==> src/rtl/xcq_pkg.sv <==
package xcq_pkg;

    typedef enum logic [1:0] {
        ST_OFF = 2'd0,
        ST_ARM = 2'd1,
        ST_RUN = 2'd2
    } mon_state_e;

    // Cycles in `periods` input periods, scaled by scale_ppm / 1e6, rounded down.
    function automatic longint unsigned bound_cycles(
        input longint unsigned sys_hz,
        input longint unsigned rate_hz,
        input longint unsigned periods,
        input longint unsigned scale_ppm
    );
        return (sys_hz * periods * scale_ppm) / (rate_hz * 64'd1_000_000);
    endfunction

    function automatic longint unsigned max4(
        input longint unsigned a,
        input longint unsigned b,
        input longint unsigned c,
        input longint unsigned d
    );
        longint unsigned m;
        m = a;
        if (b > m) m = b;
        if (c > m) m = c;
        if (d > m) m = d;
        return m;
    endfunction

endpackage

==> src/rtl/xcq_sync_edge.sv <==
module xcq_sync_edge #(
    parameter int unsigned STAGES = 2
) (
    input  logic clk,
    input  logic rst_n,
    input  logic async_in,
    output logic rise
);
    logic [STAGES-1:0] chain;
    logic              last_q;

    generate
        for (genvar g = 0; g < STAGES; g++) begin : g_stage
            always_ff @(posedge clk or negedge rst_n) begin
                if (!rst_n) begin
                    chain[g] <= 1'b0;
                end else begin
                    if (g == 0) chain[g] <= async_in;
                    else        chain[g] <= chain[(g == 0) ? 0 : g - 1];
                end
            end
        end
    endgenerate

    always_ff @(posedge clk or negedge rst_n) begin
        if (!rst_n) last_q <= 1'b0;
        else        last_q <= chain[STAGES-1];
    end

    assign rise = chain[STAGES-1] & ~last_q;

    AST_RISE_SPACED: assert property (@(posedge clk) disable iff (!rst_n) rise |=> !rise);

endmodule

==> src/rtl/xcq_period_meter.sv <==
module xcq_period_meter #(
    parameter int unsigned SYS_HZ     = 50_000_000,
    parameter int unsigned SLOW_HZ    = 1,
    parameter int unsigned MID_A_HZ   = 50,
    parameter int unsigned MID_B_HZ   = 60,
    parameter int unsigned FAST_HZ    = 32_768,
    parameter int unsigned FAST_AVG   = 256,
    parameter int unsigned TOL_PPM    = 8_000,
    parameter int unsigned STALL_MULT = 2
) (
    input  logic       clk,
    input  logic       rst_n,
    input  logic       restart,
    input  logic       rise,
    input  logic [1:0] rate,
    output logic       win_done,
    output logic       win_ok,
    output logic       gap_expired
);
    import xcq_pkg::*;

    localparam longint unsigned LOW_SC  = 64'd1_000_000 - TOL_PPM;
    localparam longint unsigned HIGH_SC = 64'd1_000_000 + TOL_PPM;

    localparam longint unsigned LO0 = bound_cycles(SYS_HZ, SLOW_HZ,  1, LOW_SC);
    localparam longint unsigned HI0 = bound_cycles(SYS_HZ, SLOW_HZ,  1, HIGH_SC);
    localparam longint unsigned LO1 = bound_cycles(SYS_HZ, MID_A_HZ, 1, LOW_SC);
    localparam longint unsigned HI1 = bound_cycles(SYS_HZ, MID_A_HZ, 1, HIGH_SC);
    localparam longint unsigned LO2 = bound_cycles(SYS_HZ, MID_B_HZ, 1, LOW_SC);
    localparam longint unsigned HI2 = bound_cycles(SYS_HZ, MID_B_HZ, 1, HIGH_SC);
    localparam longint unsigned LO3 = bound_cycles(SYS_HZ, FAST_HZ, FAST_AVG, LOW_SC);
    localparam longint unsigned HI3 = bound_cycles(SYS_HZ, FAST_HZ, FAST_AVG, HIGH_SC);

    localparam longint unsigned TO0 = (64'(STALL_MULT) * SYS_HZ) / SLOW_HZ;
    localparam longint unsigned TO1 = (64'(STALL_MULT) * SYS_HZ) / MID_A_HZ;
    localparam longint unsigned TO2 = (64'(STALL_MULT) * SYS_HZ) / MID_B_HZ;
    localparam longint unsigned TO3 = (64'(STALL_MULT) * SYS_HZ) / FAST_HZ;

    localparam longint unsigned MAX_HI = max4(HI0, HI1, HI2, HI3);
    localparam longint unsigned MAX_TO = max4(TO0, TO1, TO2, TO3);
    localparam int CNT_W = $clog2(MAX_HI + 2);
    localparam int GAP_W = $clog2(MAX_TO + 2);
    localparam int EW    = (FAST_AVG > 1) ? $clog2(FAST_AVG) : 1;

    logic [CNT_W-1:0] per_cnt;
    logic [GAP_W-1:0] gap;
    logic [EW-1:0]    edge_idx;
    logic             started;

    logic [CNT_W-1:0] lo_sel, hi_sel;
    logic [GAP_W-1:0] to_sel;
    logic [EW-1:0]    last_idx;

    always_comb begin
        unique case (rate)
            2'b00: begin lo_sel = CNT_W'(LO0); hi_sel = CNT_W'(HI0); to_sel = GAP_W'(TO0); last_idx = '0; end
            2'b01: begin lo_sel = CNT_W'(LO1); hi_sel = CNT_W'(HI1); to_sel = GAP_W'(TO1); last_idx = '0; end
            2'b10: begin lo_sel = CNT_W'(LO2); hi_sel = CNT_W'(HI2); to_sel = GAP_W'(TO2); last_idx = '0; end
            2'b11: begin lo_sel = CNT_W'(LO3); hi_sel = CNT_W'(HI3); to_sel = GAP_W'(TO3); last_idx = EW'(FAST_AVG - 1); end
        endcase
    end

    assign win_done    = rise & started & (edge_idx == last_idx);
    assign win_ok      = (per_cnt >= lo_sel) && (per_cnt <= hi_sel);
    assign gap_expired = (gap >= to_sel);

    always_ff @(posedge clk or negedge rst_n) begin
        if (!rst_n) begin
            started  <= 1'b0;
            per_cnt  <= '0;
            gap      <= '0;
            edge_idx <= '0;
        end else if (restart) begin
            started  <= 1'b0;
            per_cnt  <= '0;
            gap      <= '0;
            edge_idx <= '0;
        end else begin
            if (rise)            gap <= '0;
            else if (gap != '1)  gap <= gap + GAP_W'(1);

            if (rise) begin
                started <= 1'b1;
                if (!started || edge_idx == last_idx) begin
                    per_cnt  <= CNT_W'(1);
                    edge_idx <= '0;
                end else begin
                    if (per_cnt != '1) per_cnt <= per_cnt + CNT_W'(1);
                    edge_idx <= edge_idx + EW'(1);
                end
            end else if (started && per_cnt != '1) begin
                per_cnt <= per_cnt + CNT_W'(1);
            end
        end
    end

    AST_GAP_CLEARED_BY_EDGE: assert property (@(posedge clk) disable iff (!rst_n) (rise && !restart) |=> !gap_expired);

endmodule

==> src/rtl/xcq_flag_ctrl.sv <==
module xcq_flag_ctrl (
    input  logic       clk,
    input  logic       rst_n,
    input  logic       sel,
    input  logic [1:0] rate,
    input  logic       clr,
    input  logic       rise,
    input  logic       win_done,
    input  logic       win_ok,
    input  logic       gap_expired,
    output logic       restart,
    output logic       lost
);
    import xcq_pkg::*;

    mon_state_e state, state_nx;
    logic [1:0] rate_q;
    logic       rate_chg;
    logic       bad_q;
    logic       inhibit_q;
    logic       set_stall;
    logic       set_drift;

    assign rate_chg = (rate != rate_q);

    always_ff @(posedge clk or negedge rst_n) begin
        if (!rst_n) state <= ST_OFF;
        else        state <= state_nx;
    end

    always_comb begin
        state_nx  = state;
        restart   = 1'b0;
        set_stall = 1'b0;
        set_drift = 1'b0;
        unique case (state)
            ST_OFF: begin
                restart = 1'b1;
                if (sel) state_nx = ST_ARM;
            end
            ST_ARM: begin
                if (!sel) begin
                    restart  = 1'b1;
                    state_nx = ST_OFF;
                end else if (gap_expired) begin
                    restart   = 1'b1;
                    set_stall = 1'b1;
                end else if (rate_chg) begin
                    restart = 1'b1;
                end else if (rise) begin
                    state_nx = ST_RUN;
                end
            end
            ST_RUN: begin
                if (!sel) begin
                    restart  = 1'b1;
                    state_nx = ST_OFF;
                end else if (gap_expired) begin
                    restart   = 1'b1;
                    set_stall = 1'b1;
                    state_nx  = ST_ARM;
                end else if (rate_chg) begin
                    restart  = 1'b1;
                    state_nx = ST_ARM;
                end else if (win_done && !win_ok && !inhibit_q) begin
                    set_drift = 1'b1;
                end
            end
            default: begin
                restart  = 1'b1;
                state_nx = ST_OFF;
            end
        endcase
    end

    always_ff @(posedge clk or negedge rst_n) begin
        if (!rst_n) begin
            lost      <= 1'b1;
            bad_q     <= 1'b0;
            inhibit_q <= 1'b0;
            rate_q    <= 2'b00;
        end else begin
            rate_q <= rate;
            if (!sel) begin
                lost      <= 1'b1;
                bad_q     <= 1'b0;
                inhibit_q <= 1'b0;
            end else begin
                if (set_stall || set_drift) lost <= 1'b1;
                else if (clr)               lost <= 1'b0;

                if (restart)       bad_q <= 1'b0;
                else if (win_done) bad_q <= !win_ok;

                if (clr && bad_q && !(set_stall || set_drift)) inhibit_q <= 1'b1;
            end
        end
    end

    AST_DESELECT_FLAGS: assert property (@(posedge clk) disable iff (!rst_n) !sel |=> lost);
    AST_STALL_FLAGS: assert property (@(posedge clk) disable iff (!rst_n) (sel && gap_expired) |=> lost);
    AST_DRIFT_FLAGS: assert property (@(posedge clk) disable iff (!rst_n) (sel && state == ST_RUN && win_done && !win_ok && !inhibit_q && !rate_chg && !gap_expired) |=> lost);
    AST_FLAG_STICKY: assert property (@(posedge clk) disable iff (!rst_n) (lost && !clr) |=> lost);
    AST_CLEAR_TAKES: assert property (@(posedge clk) disable iff (!rst_n) (sel && clr && !gap_expired && !win_done) |=> !lost);
    AST_INHIBIT_RELEASE: assert property (@(posedge clk) disable iff (!rst_n) !sel |=> !inhibit_q);

endmodule

==> src/rtl/ext_clk_qualifier.sv <==
module ext_clk_qualifier #(
    parameter int unsigned SYS_HZ      = 50_000_000,
    parameter int unsigned SLOW_HZ     = 1,
    parameter int unsigned MID_A_HZ    = 50,
    parameter int unsigned MID_B_HZ    = 60,
    parameter int unsigned FAST_HZ     = 32_768,
    parameter int unsigned FAST_AVG    = 256,
    parameter int unsigned TOL_PPM     = 8_000,
    parameter int unsigned STALL_MULT  = 2,
    parameter int unsigned SYNC_STAGES = 2
) (
    input  logic       clk,
    input  logic       rst_n,
    input  logic       ext_sel,
    input  logic [1:0] rate_sel,
    input  logic       clk_in,
    input  logic       sig_lost_clr,
    output logic       sig_lost,
    output logic       use_ext,
    output logic       ext_tick
);
    logic rise;
    logic restart;
    logic win_done;
    logic win_ok;
    logic gap_expired;

    xcq_sync_edge #(
        .STAGES(SYNC_STAGES)
    ) u_sync (
        .clk      (clk),
        .rst_n    (rst_n),
        .async_in (clk_in),
        .rise     (rise)
    );

    xcq_period_meter #(
        .SYS_HZ    (SYS_HZ),
        .SLOW_HZ   (SLOW_HZ),
        .MID_A_HZ  (MID_A_HZ),
        .MID_B_HZ  (MID_B_HZ),
        .FAST_HZ   (FAST_HZ),
        .FAST_AVG  (FAST_AVG),
        .TOL_PPM   (TOL_PPM),
        .STALL_MULT(STALL_MULT)
    ) u_meter (
        .clk        (clk),
        .rst_n      (rst_n),
        .restart    (restart),
        .rise       (rise),
        .rate       (rate_sel),
        .win_done   (win_done),
        .win_ok     (win_ok),
        .gap_expired(gap_expired)
    );

    xcq_flag_ctrl u_ctrl (
        .clk        (clk),
        .rst_n      (rst_n),
        .sel        (ext_sel),
        .rate       (rate_sel),
        .clr        (sig_lost_clr),
        .rise       (rise),
        .win_done   (win_done),
        .win_ok     (win_ok),
        .gap_expired(gap_expired),
        .restart    (restart),
        .lost       (sig_lost)
    );

    assign use_ext  = ext_sel & ~sig_lost;
    assign ext_tick = rise & use_ext;

endmodule

==> config.mk <==
export PLATFORM = sky130hd
export DESIGN_NAME = ext_clk_qualifier
export DESIGN_NICKNAME = d
export VERILOG_FILES = /design/src/rtl/xcq_pkg.sv /design/src/rtl/xcq_sync_edge.sv /design/src/rtl/xcq_period_meter.sv /design/src/rtl/xcq_flag_ctrl.sv /design/src/rtl/ext_clk_qualifier.sv
export SDC_FILE = /design/constraint.sdc
export NUM_CORES = 1
export LEC_CHECK = 0
export ABC_CLOCK_PERIOD_IN_PS = 2550
export BUFFER_PORTS_ARGS = -buffer_cell sky130_fd_sc_hd__buf_2
export CAP_MARGIN = 20
export CELL_PAD_IN_SITES_DETAIL_PLACEMENT = 2
export CELL_PAD_IN_SITES_GLOBAL_PLACEMENT = 2
export CORE_MARGIN = 3
export CORE_UTILIZATION = 38
export CTS_BUF_LIST = sky130_fd_sc_hd__clkbuf_4
export DETAILED_ROUTE_END_ITERATION = 8
export MAX_ROUTING_LAYER = met4
export PLACE_DENSITY_LB_ADDON = 0.12
export SYNTH_ARGS = -nofsm -noshare
export SYNTH_HDL_FRONTEND = slang
export SYNTH_SLANG_ARGS = --single-unit
==> constraint.sdc <==
create_clock -name clk -period 2.55 [get_ports clk]
set_input_delay 0 -clock clk [delete_from_list [all_inputs] [get_ports clk]]
set_output_delay 0 -clock clk [all_outputs]
set_load 0.01 [all_outputs]
* Word level (Yosys, flattened, before mapping) *
Index checks and enable logic that the tools add are counted.

word-level totals
  register bits after elaboration = 72
  bits of input ports = 7
  output and inout port bits = 3
  logic and storage cells = 110

operators by class
  add/sub/neg operators = 3
  order comparisons = 3
  eq/ne operators = 18
  mux-type cells = 46
  bitwise gates (word level) = 7
  reductions and logical operators = 21

operators with widths
  cell                     number
  $pmux W26 S4             2
  $mux W26                 5
  $pmux W27 S4             1
  $mux W27                 3
  $add A27 B1 Y27 const B  1
  $ge A27 B27 Y1           1
  $ne A27 B27 Y1 const B   1
  $add A26 B1 Y26 const B  1
  $ge A26 B26 Y1           1
  $le A26 B26 Y1           1
  $ne A26 B26 Y1 const B   1
  $mux W8                  3
  $mux W1                  22
  $mux W2                  8
  $pmux W8 S2              1
  $ne A3 B3 Y1 const B     3
  $add A8 B1 Y8 const B    1
  $eq A8 B8 Y1             1
  $eq A2 B2 Y1 const B     3
  $logic_and A1 B1 Y1      6
  $ne A3 B1 Y1 const B     2
  $pmux W2 S3              1
  $reduce_bool A3 Y1       2
  $and A1 B1 Y1            5
  other kinds (15)         22

* Longest topological paths before layout *
Gate-level depths: netlist of the first run.

  depth in word-level cells = 17
  mapped depth = 13
  mapped depth without buffers = 11

* Modules after synthesis *
A second synthesis of the first run with hierarchy kept.

second synthesis, totals
  cell total of the unflattened synthesis = 568
  area total of the unflattened synthesis = 5165.0 sq um

by module, submodules not included
  module             times used  cells each  area each (sq um)
  xcq_period_meter   1           526         4667.0
  xcq_flag_ctrl      1           36          394.1
  xcq_sync_edge      1           4           88.8
  ext_clk_qualifier  1           2           15.0

* Least setup slack after synthesis of the first run *
No wires, ideal clock.

  kind = input-to-reg
  start = input rate_sel[0]
  end = register u_meter.per_cnt[8]
  setup time = 0.066 ns
  arrival time = 2.834 ns
  required time = 2.484 ns
  path slack = -0.350 ns
  stages = 12
  buffers on the path = 1
  path through = inv_1 ha_1 inv_1 ha_1 nand4b_4 or4_4 a2111oi_4 nor4_2 and4_4 buf_6 or4_1 nand2_1

between the ends
  cells in the longest elaborated chain, start to end = 8

ends and longest elaborated chain
  element                                                         RTL line                                        RTL
  from (decl)                                                     ext_clk_qualifier.sv:15                         input logic [1:0] rate_sel,
  $eq A2 B2 Y1, or another cell as far along                      xcq_period_meter.sv:55                          unique case (rate)
  $pmux W27 S4 or $reduce_or A3 Y1 (tied branches)                n/a
  $ge A27 B27 Y1 or $pmux W8 S2 (tied branches)                   xcq_period_meter.sv:65, xcq_period_meter.sv:55
  $mux W1 or $eq A8 B8 Y1 (tied branches)                         xcq_flag_ctrl.sv:45, xcq_period_meter.sv:84
  $mux W1 or $logic_or A1 B1 Y1 (tied branches)                   xcq_flag_ctrl.sv:42, xcq_period_meter.sv:84
  $mux W1 or $mux W26 (tied branches)                             n/a
  $ne A4 B1 Y1 (no source line), or another cell as far along     n/a
  $reduce_and A2 Y1 (no source line) or $mux W26 (tied branches)  n/a
  to (signal assigned)                                            xcq_period_meter.sv:88                          if (per_cnt != '1) per_cnt <= per_cnt + CNT_W'(1);
  to (signal assigned)                                            xcq_period_meter.sv:92                          per_cnt <= per_cnt + CNT_W'(1);
  to (decl)                                                       xcq_period_meter.sv:45                          logic [CNT_W-1:0] per_cnt;

Parallel ways exist; a longest one is shown, timed or not. The select of a mux whose other input is x is not followed.
A chain may end at the register's enable or synchronous reset.

* Worst setup path after layout of the first run *
  start = register u_meter.edge_idx[1]
  end = register u_meter.per_cnt[19]

between the ends
  cells in the longest elaborated chain, start to end = 5

ends and longest elaborated chain
  element                 RTL line                RTL
  from (decl)             xcq_period_meter.sv:47  logic [EW-1:0] edge_idx;
  from (signal assigned)  xcq_period_meter.sv:89  edge_idx <= edge_idx + EW'(1);
  $eq A8 B8 Y1 (*)        xcq_period_meter.sv:84  if (!started || edge_idx == last_idx) begin
  $logic_or A1 B1 Y1 (*)  xcq_period_meter.sv:84
  $mux W26                xcq_period_meter.sv:84
  $mux W26                xcq_period_meter.sv:82  if (rise) begin
  $mux W26                xcq_period_meter.sv:73  end else if (restart) begin

Every way passes the cells marked *; elsewhere a longest branch is shown, timed or not.

==> metrics, run 1 <==
status=finished with violations; violated checks=negative setup slack; CTS Buf Count=9; critical path's slowest cell=o31ai_1; layout cells sized above 1=32.6%; CTS Buffer Depth=2; Most Frequent Cell on Critical Path=nand2_1; largest net degree at the start of global routing=73; Post-Layout Inst Area=7230 µm²; final setup violating endpoints=67; H-tree levels=3; Slew Limit Headroom=31.7%; Post-DRT Antenna Nets=0; clk_lat worst skew=0.51 ns; gr usage total=29.6%; Worst-path clk slew=0.14 ns; Synth Instances=582; clk_skew=0.0298 ns; final hold vios=0; Max stage delay on crit path=0.54 ns; Distinct cells, synth=57; DP HPWL=14700 µm; worst setup path startpoint=u_meter.edge_idx[1]$_DFFE_PN0P_; Yosys Warn Count=0; CP arrival=3.41 ns; fin nets=778; fmax=0.329 GHz; Seq cells post-synth=72; Max-cap violations=0; Power Density=357 nW/µm²; Critical Path Source Type=flop; global-route wire length before repair=33500 µm; CP cell instances=buf_4, nor4_1, a31oi_1, nand2_1, nand2_1, and4_4, o31ai_1, a21oi_2; initial DRC count=388; clk sinks=72; vias in the first global route=5903; CTS tree=done; Avg WL per Cell=30.9 µm; critical path peak fanout=7; RR Startpoint=u_meter.edge_idx[1]$_DFFE_PN0P_; netlist area before placement=5260 µm²; via count=5666; Starting Density=39.3%; Synth Flop Type=dfrtp_1; DP Worst Slack=-0.580 ns; final wirelength=27200 µm; GPL Wtd Cong=0.870; Post-synth ARST share=100%; worst min path class=input port to asynchronous set/reset pin; post-synthesis average cell area=9.04 µm²; fin crit period=3.04 ns; drt pass-1 iters=5; Root Buffer=clkbuf_4; slew at the pin closest to its max-slew limit=1.03 ns; Max VDD drop=0.000284 V; Post-route DRC=0; WS Path Type=flop to flop; chip width=124 µm; worst setup margin=-0.486 ns; Die Y=124 µm; row cnt=42; area of the die=15300 µm²; Mapped Nets=659; Tcrit/Tclk final=119%; Placed Area=6160 µm²; CP required=2.93 ns; sequential area share after synthesis=34.3%; I/O pin total=10; # port buffers=9; P_leak=3.07 nW; routed vias/inst=6.42; grt ovf=0; CORE AREA=13400 µm²; Layout area overhead=37.4%; number of flops mapped to enable cells by yosys=0; initial antenna violation count=1; RSZ-0062 raised after global routing=true; CP endpoint kind=flop; n_diodes=0; Final Slew Violations=0
[synth_stat cells (5+ instances only)]
cell	count	share of area, %
o31ai_1	10	1.4
ha_1	70	17
o21ai_0	16	1.5
a21oi_1	34	3.2
a21o_1	5	0.71
nor2b_1	6	0.71
xor2_1	20	3.3
and3_1	14	1.7
or4_1	12	1.7
nand3b_1	5	0.71
a31oi_1	5	0.59
a211oi_1	5	0.71
nor4_1	8	0.95
a211o_1	6	1.0
nand3_1	33	3.1
nor2_1	69	4.9
or3_1	5	0.59
and2_1	5	0.59
xnor2_1	20	3.3
nand4_1	21	2.5
dfrtp_1	71	34
nand2_1	44	3.1
and4_1	8	1.3
inv_1	25	1.8
clkbuf_1	6	0.43
buf_2	5	0.48
nor3_1	14	1.3
[worst max-delay path: cells and delay by family, from the launching register on]
family,cells,cell delay (ns)
compound gates,3,0.95
buf+inv,1,0.17
flops,1,0.42
simple gates,4,1.38
[layout make-up]
| cell class | count | area (µm²) |
|---|---|---|
| sequential | 72 | 1800 |
| clock inverter | 6 | 60.1 |
| tap | 176 | 220 |
| inverter | 25 | 97.6 |
| multi-input combinational | 476 | 3990 |
| fill | 1382 | 6170 |
| timing repair buffer | 117 | 978 |
| clock buffer | 10 | 75.1 |
[layer usage]
metal	GRT usage, %	part of all wire (%)
met2	52.1	51
met3	5.27	4.9
met1	34.5	40
met4	8.72	4.4
met5	-	0
[state kept, by name (all words and copies together), names as in the netlist, 2 cells and up]
name	count
u_meter.per_cnt	26
u_meter.gap	27
u_meter.edge_idx	8
u_sync.chain	2
u_ctrl.rate_q	2
u_ctrl.state	2
[power breakdown]
part / switching [W] / leakage, nW / internal [W]
Combinational: 0.000367 / 2.01 / 0.000230
Clock: 0.000500 / 0.0754 / 0.000305
Sequential: 0.0000216 / 0.988 / 0.00116
[per-stage QoR]
step	hold WS, ns	utilization (%)	setup TNS (ns)	cells	power (W)
global route	0.140	53.9	-18.71	882	0.00266
CTS	0.128	48.9	-11.92	867	0.00242
finish	0.141	53.9	-14.27	882	0.00258
detailed placement	0.110	45.9	-29.12	838	0.00161
floorplan	-0.296	-	-0.101	582	0.00142
global placement	0.113	45.9	-14.94	838	0.00158
[cells by family (layout without fill, tap and decap cells)]
group                      count (synthesis)  count (layout)  synth area share [%]
and+or+nand+nor                          256             259                  25.6
xor gates and xnor gates                  40              40                  6.66
buffers and inverters                     37             158                  2.90
muxes                                      1               1                 0.190
adders and majority gates                 70              70                  16.7
AOI/OAI and AO/OA                        106             106                  13.7
DFF                                       72              72                  34.3
[placed cells by master (no fill, tap or decap), drive strengths merged, types with 9 or more instances in the layout]
| cell type | synthesis | routed |
|---|---|---|
| ha | 70 | 70 |
| nand3 | 33 | 33 |
| nor3 | 14 | 14 |
| or4 | 13 | 13 |
| nand4 | 21 | 21 |
| xnor2 | 20 | 20 |
| and3 | 14 | 14 |
| xor2 | 20 | 20 |
| dfrtp | 71 | 71 |
| nand2 | 44 | 44 |
| and4 | 9 | 12 |
| nor2 | 69 | 69 |
| a21oi | 34 | 34 |
| clkbuf | 6 | 13 |
| nor4 | 9 | 9 |
| o21ai | 16 | 16 |
| inv | 25 | 24 |
| o31ai | 10 | 10 |
| buf | 6 | 108 |
[worst paths after layout]
path | to | slack [ns] | cells after the start
min reg2reg | u_sync.chain[1]$_DFF_PN0_ | 0.38 | 0
max | u_meter.per_cnt[19]$_DFFE_PN0P_ | -0.49 | 8
min in group clk | u_sync.chain[0]$_DFF_PN0_ | 0.15 | 2
min | u_meter.gap[1]$_DFFE_PN0P_ | 0.14 | 2
max in group asynchronous | u_meter.gap[16]$_DFFE_PN0P_ | 1.64 | 2
max reg2reg | u_meter.per_cnt[19]$_DFFE_PN0P_ | -0.49 | 8
[timing repair]
item,4_1_cts,5_1_grt
pin swaps,15,50
resized for setup,18,117
setup buffers,5,11
cloned,2,5
hold buffers,6,0
setup endpoints to repair,63,67
endpoints found under the hold margin,76,0
Note: power is estimated with default switching activity, not from simulation.
==> inputs of run 2 (changes only) <==
- SETUP_SLACK_MARGIN: unset -> 0.2
==> run 2 against run 1 <==
The flow still finishes with violations (negative setup slack). Global-route usage shrank 1.0 points. Worst setup slack lost 0.0040 ns. Clock power shrank 0.9%. Routed wire length shrank 7.0%. Non-clock buffer count shrank 12. Critical path type unchanged. Largest cell class unchanged.
==> metrics, run 2 (synthesis gave the netlist of run 1 again) <==
crit-path leading delay family=buffers and inverters; Max stage delay on crit path=0.48 ns; Slew Limit Headroom=30.3%; slew at the pin closest to its max-slew limit=1.04 ns; gr usage total=28.6%; # port buffers=9; area of the die=15300 µm²; final wirelength=25300 µm; CP endpoint kind=flop; Starting Density=39.3%; routed vias/inst=6.27; GRT met3 Usage=4.18%; fin crit period=3.04 ns; gr busiest metal=met2; Most Frequent Cell on Critical Path=buf_4; CTS Buf Count=9; global-route wire length before repair=32500 µm; initial antenna violation count=1; CORE AREA=13400 µm²; critical path's slowest cell=dfrtp_1; GPL Wtd Cong=0.874; Max-cap violations=0; Post-route DRC=0; drt pass-1 iters=4; Power Density=363 nW/µm²; Bufs and invs on worst path=5; final setup violating endpoints=67; CTS tree=done; via count=5457; clk sinks=72; Cells after DPL=832; initial DRC count=356; max FFs per register=27; biggest regs=u_meter.gap (27), u_meter.per_cnt (26), u_meter.edge_idx (8); vias in the first global route=5780; chip width=124 µm; Post-DRT Antenna Nets=0; Overall Power=0.00254 W; Avg WL per Cell=29.1 µm; critical path peak fanout=8; clk_lat worst skew=0.49 ns; H-tree levels=3; Finished Core Util=52.2%; Top reg by flops=u_meter.gap; commonest non-fill, non-tap cell in the layout=buf_4; grt ovf=0; CP arrival=3.42 ns; met2 Use GR=47.0%; row cnt=42; Critical Path Source Type=flop; fin cells=870; status=finished with violations; Final Slew Violations=0; I/O pin total=10; worst setup margin=-0.490 ns; CP required=2.93 ns; largest net degree at the start of global routing=73; worst min path class=input port to flop; layout cells sized above 1=29.9%; DP HPWL=13900 µm; RSZ-0062 raised after global routing=true; fin nets=765; CTS Buffer Depth=2; WS Path Type=flop to flop; P_leak=2.98 nW; violated checks=negative setup slack; clk_skew=0.0283 ns; Die Y=124 µm; Layout area overhead=33.0%; Root Buffer=clkbuf_4; met1 Track Usage GR=35.7%; Post-Layout Inst Area=7000 µm²; final hold vios=0; Placed Area=6180 µm²; Worst-path clk slew=0.15 ns; CP cell instances=ha_4, buf_4, buf_4, o21a_1, o221ai_4, a2111oi_4, buf_4, or4_4, buf_12, buf_4, o31ai_4, xor2_1, nor2_1; Tcrit/Tclk final=119%; most frequent cells in the layout=buf_4 (80), dfrtp_1 (71), ha_1 (59); Max VDD drop=0.000330 V; fmax=0.329 GHz
[run 2: changes by cell type in the layout (fill, tap and decap cells not counted), moves of 3 or more]
cell     previous run  this run
a21oi_1            17        21
a21oi_2            16        13
or3_1               1         5
nor2_2              8        12
nor2_4             26        15
nor2_1             35        42
buf_4              94        80
buf_6               2         6
or3_4               4         0
[run 2: through the flow]
step,hold WS [ns],setup slack [ns],TNS [ns]
6_report,0.153,-0.490,-23.46
3_5_place_dp,0.113,-0.489,-23.37
4_1_cts,0.134,-0.261,-10.10
2_1_floorplan,-0.296,-0.0373,-0.163
5_1_grt,0.142,-0.528,-26.21
3_3_place_gp,0.110,-0.285,-12.50
[run 2: where the power goes]
part           total (W)  internal, W  switching, W  leakage [nW]
clock network   0.000798     0.000291      0.000507        0.0749
logic           0.000559     0.000214      0.000345          1.92
registers        0.00118      0.00116     0.0000229         0.989
[run 2: worst reg2reg max path, delay by kind of cell (launching register included)]
family / cells / cell delay [ns]
buffers and inverters: 5 / 0.75
and+or+nand+nor: 2 / 0.55
DFF: 1 / 0.48
adders and majority gates: 1 / 0.28
AOI/OAI and AO/OA: 4 / 0.62
xor gates and xnor gates: 1 / 0.24
[run 2: worst paths after layout]
| check | endpoint | start | slack, ns | cells after the start |
|---|---|---|---|---|
| worst max-delay path | u_meter.edge_idx[7]$_DFFE_PN0P_ | u_meter.gap[8]$_DFFE_PN0P_ | -0.49 | 13 |
| worst min-delay path | u_sync.chain[0]$_DFF_PN0_ | clk_in | 0.15 | 2 |
| worst max register to register | u_meter.edge_idx[7]$_DFFE_PN0P_ | u_meter.gap[8]$_DFFE_PN0P_ | -0.49 | 13 |
| worst min register to register | u_sync.chain[1]$_DFF_PN0_ | u_sync.chain[0]$_DFF_PN0_ | 0.42 | 0 |
| max in group asynchronous | u_meter.gap[24]$_DFFE_PN0P_ | rst_n | 1.67 | 2 |
| min in group asynchronous | u_meter.gap[15]$_DFFE_PN0P_ | rst_n | 0.18 | 2 |
[run 2: area by class of cell]
| class | instances | area [µm²] |
|---|---|---|
| well taps | 176 | 220 |
| repair buffers | 105 | 873 |
| clock buffers | 9 | 67.6 |
| clock inverters | 7 | 61.3 |
| inverters | 25 | 97.6 |
| multi-input cells | 475 | 3870 |
| diodes | 1 | 2.50 |
| fillers | 1389 | 6400 |
| flip-flops and latches | 72 | 1800 |
[run 2: layer usage]
| metal | share of wire, % | wire (µm) | up-vias |
|---|---|---|---|
| met1 | 41 | 10500 | 2851 |
| met4 | 4.1 | 1050 | 0 |
| li1 | - | - | 2386 |
| met5 | 0 | 0 | - |
| met3 | 3.6 | 905 | 82 |
| met2 | 51 | 12900 | 138 |
[run 2: repair_timing]
action	CTS	global route
gates cloned	2	2
hold buffers	6	0
endpoints found under the hold margin	76	0
setup buffers	3	8
pin swaps	12	14
gates resized for setup	26	74
endpoints found under the setup margin	67	67
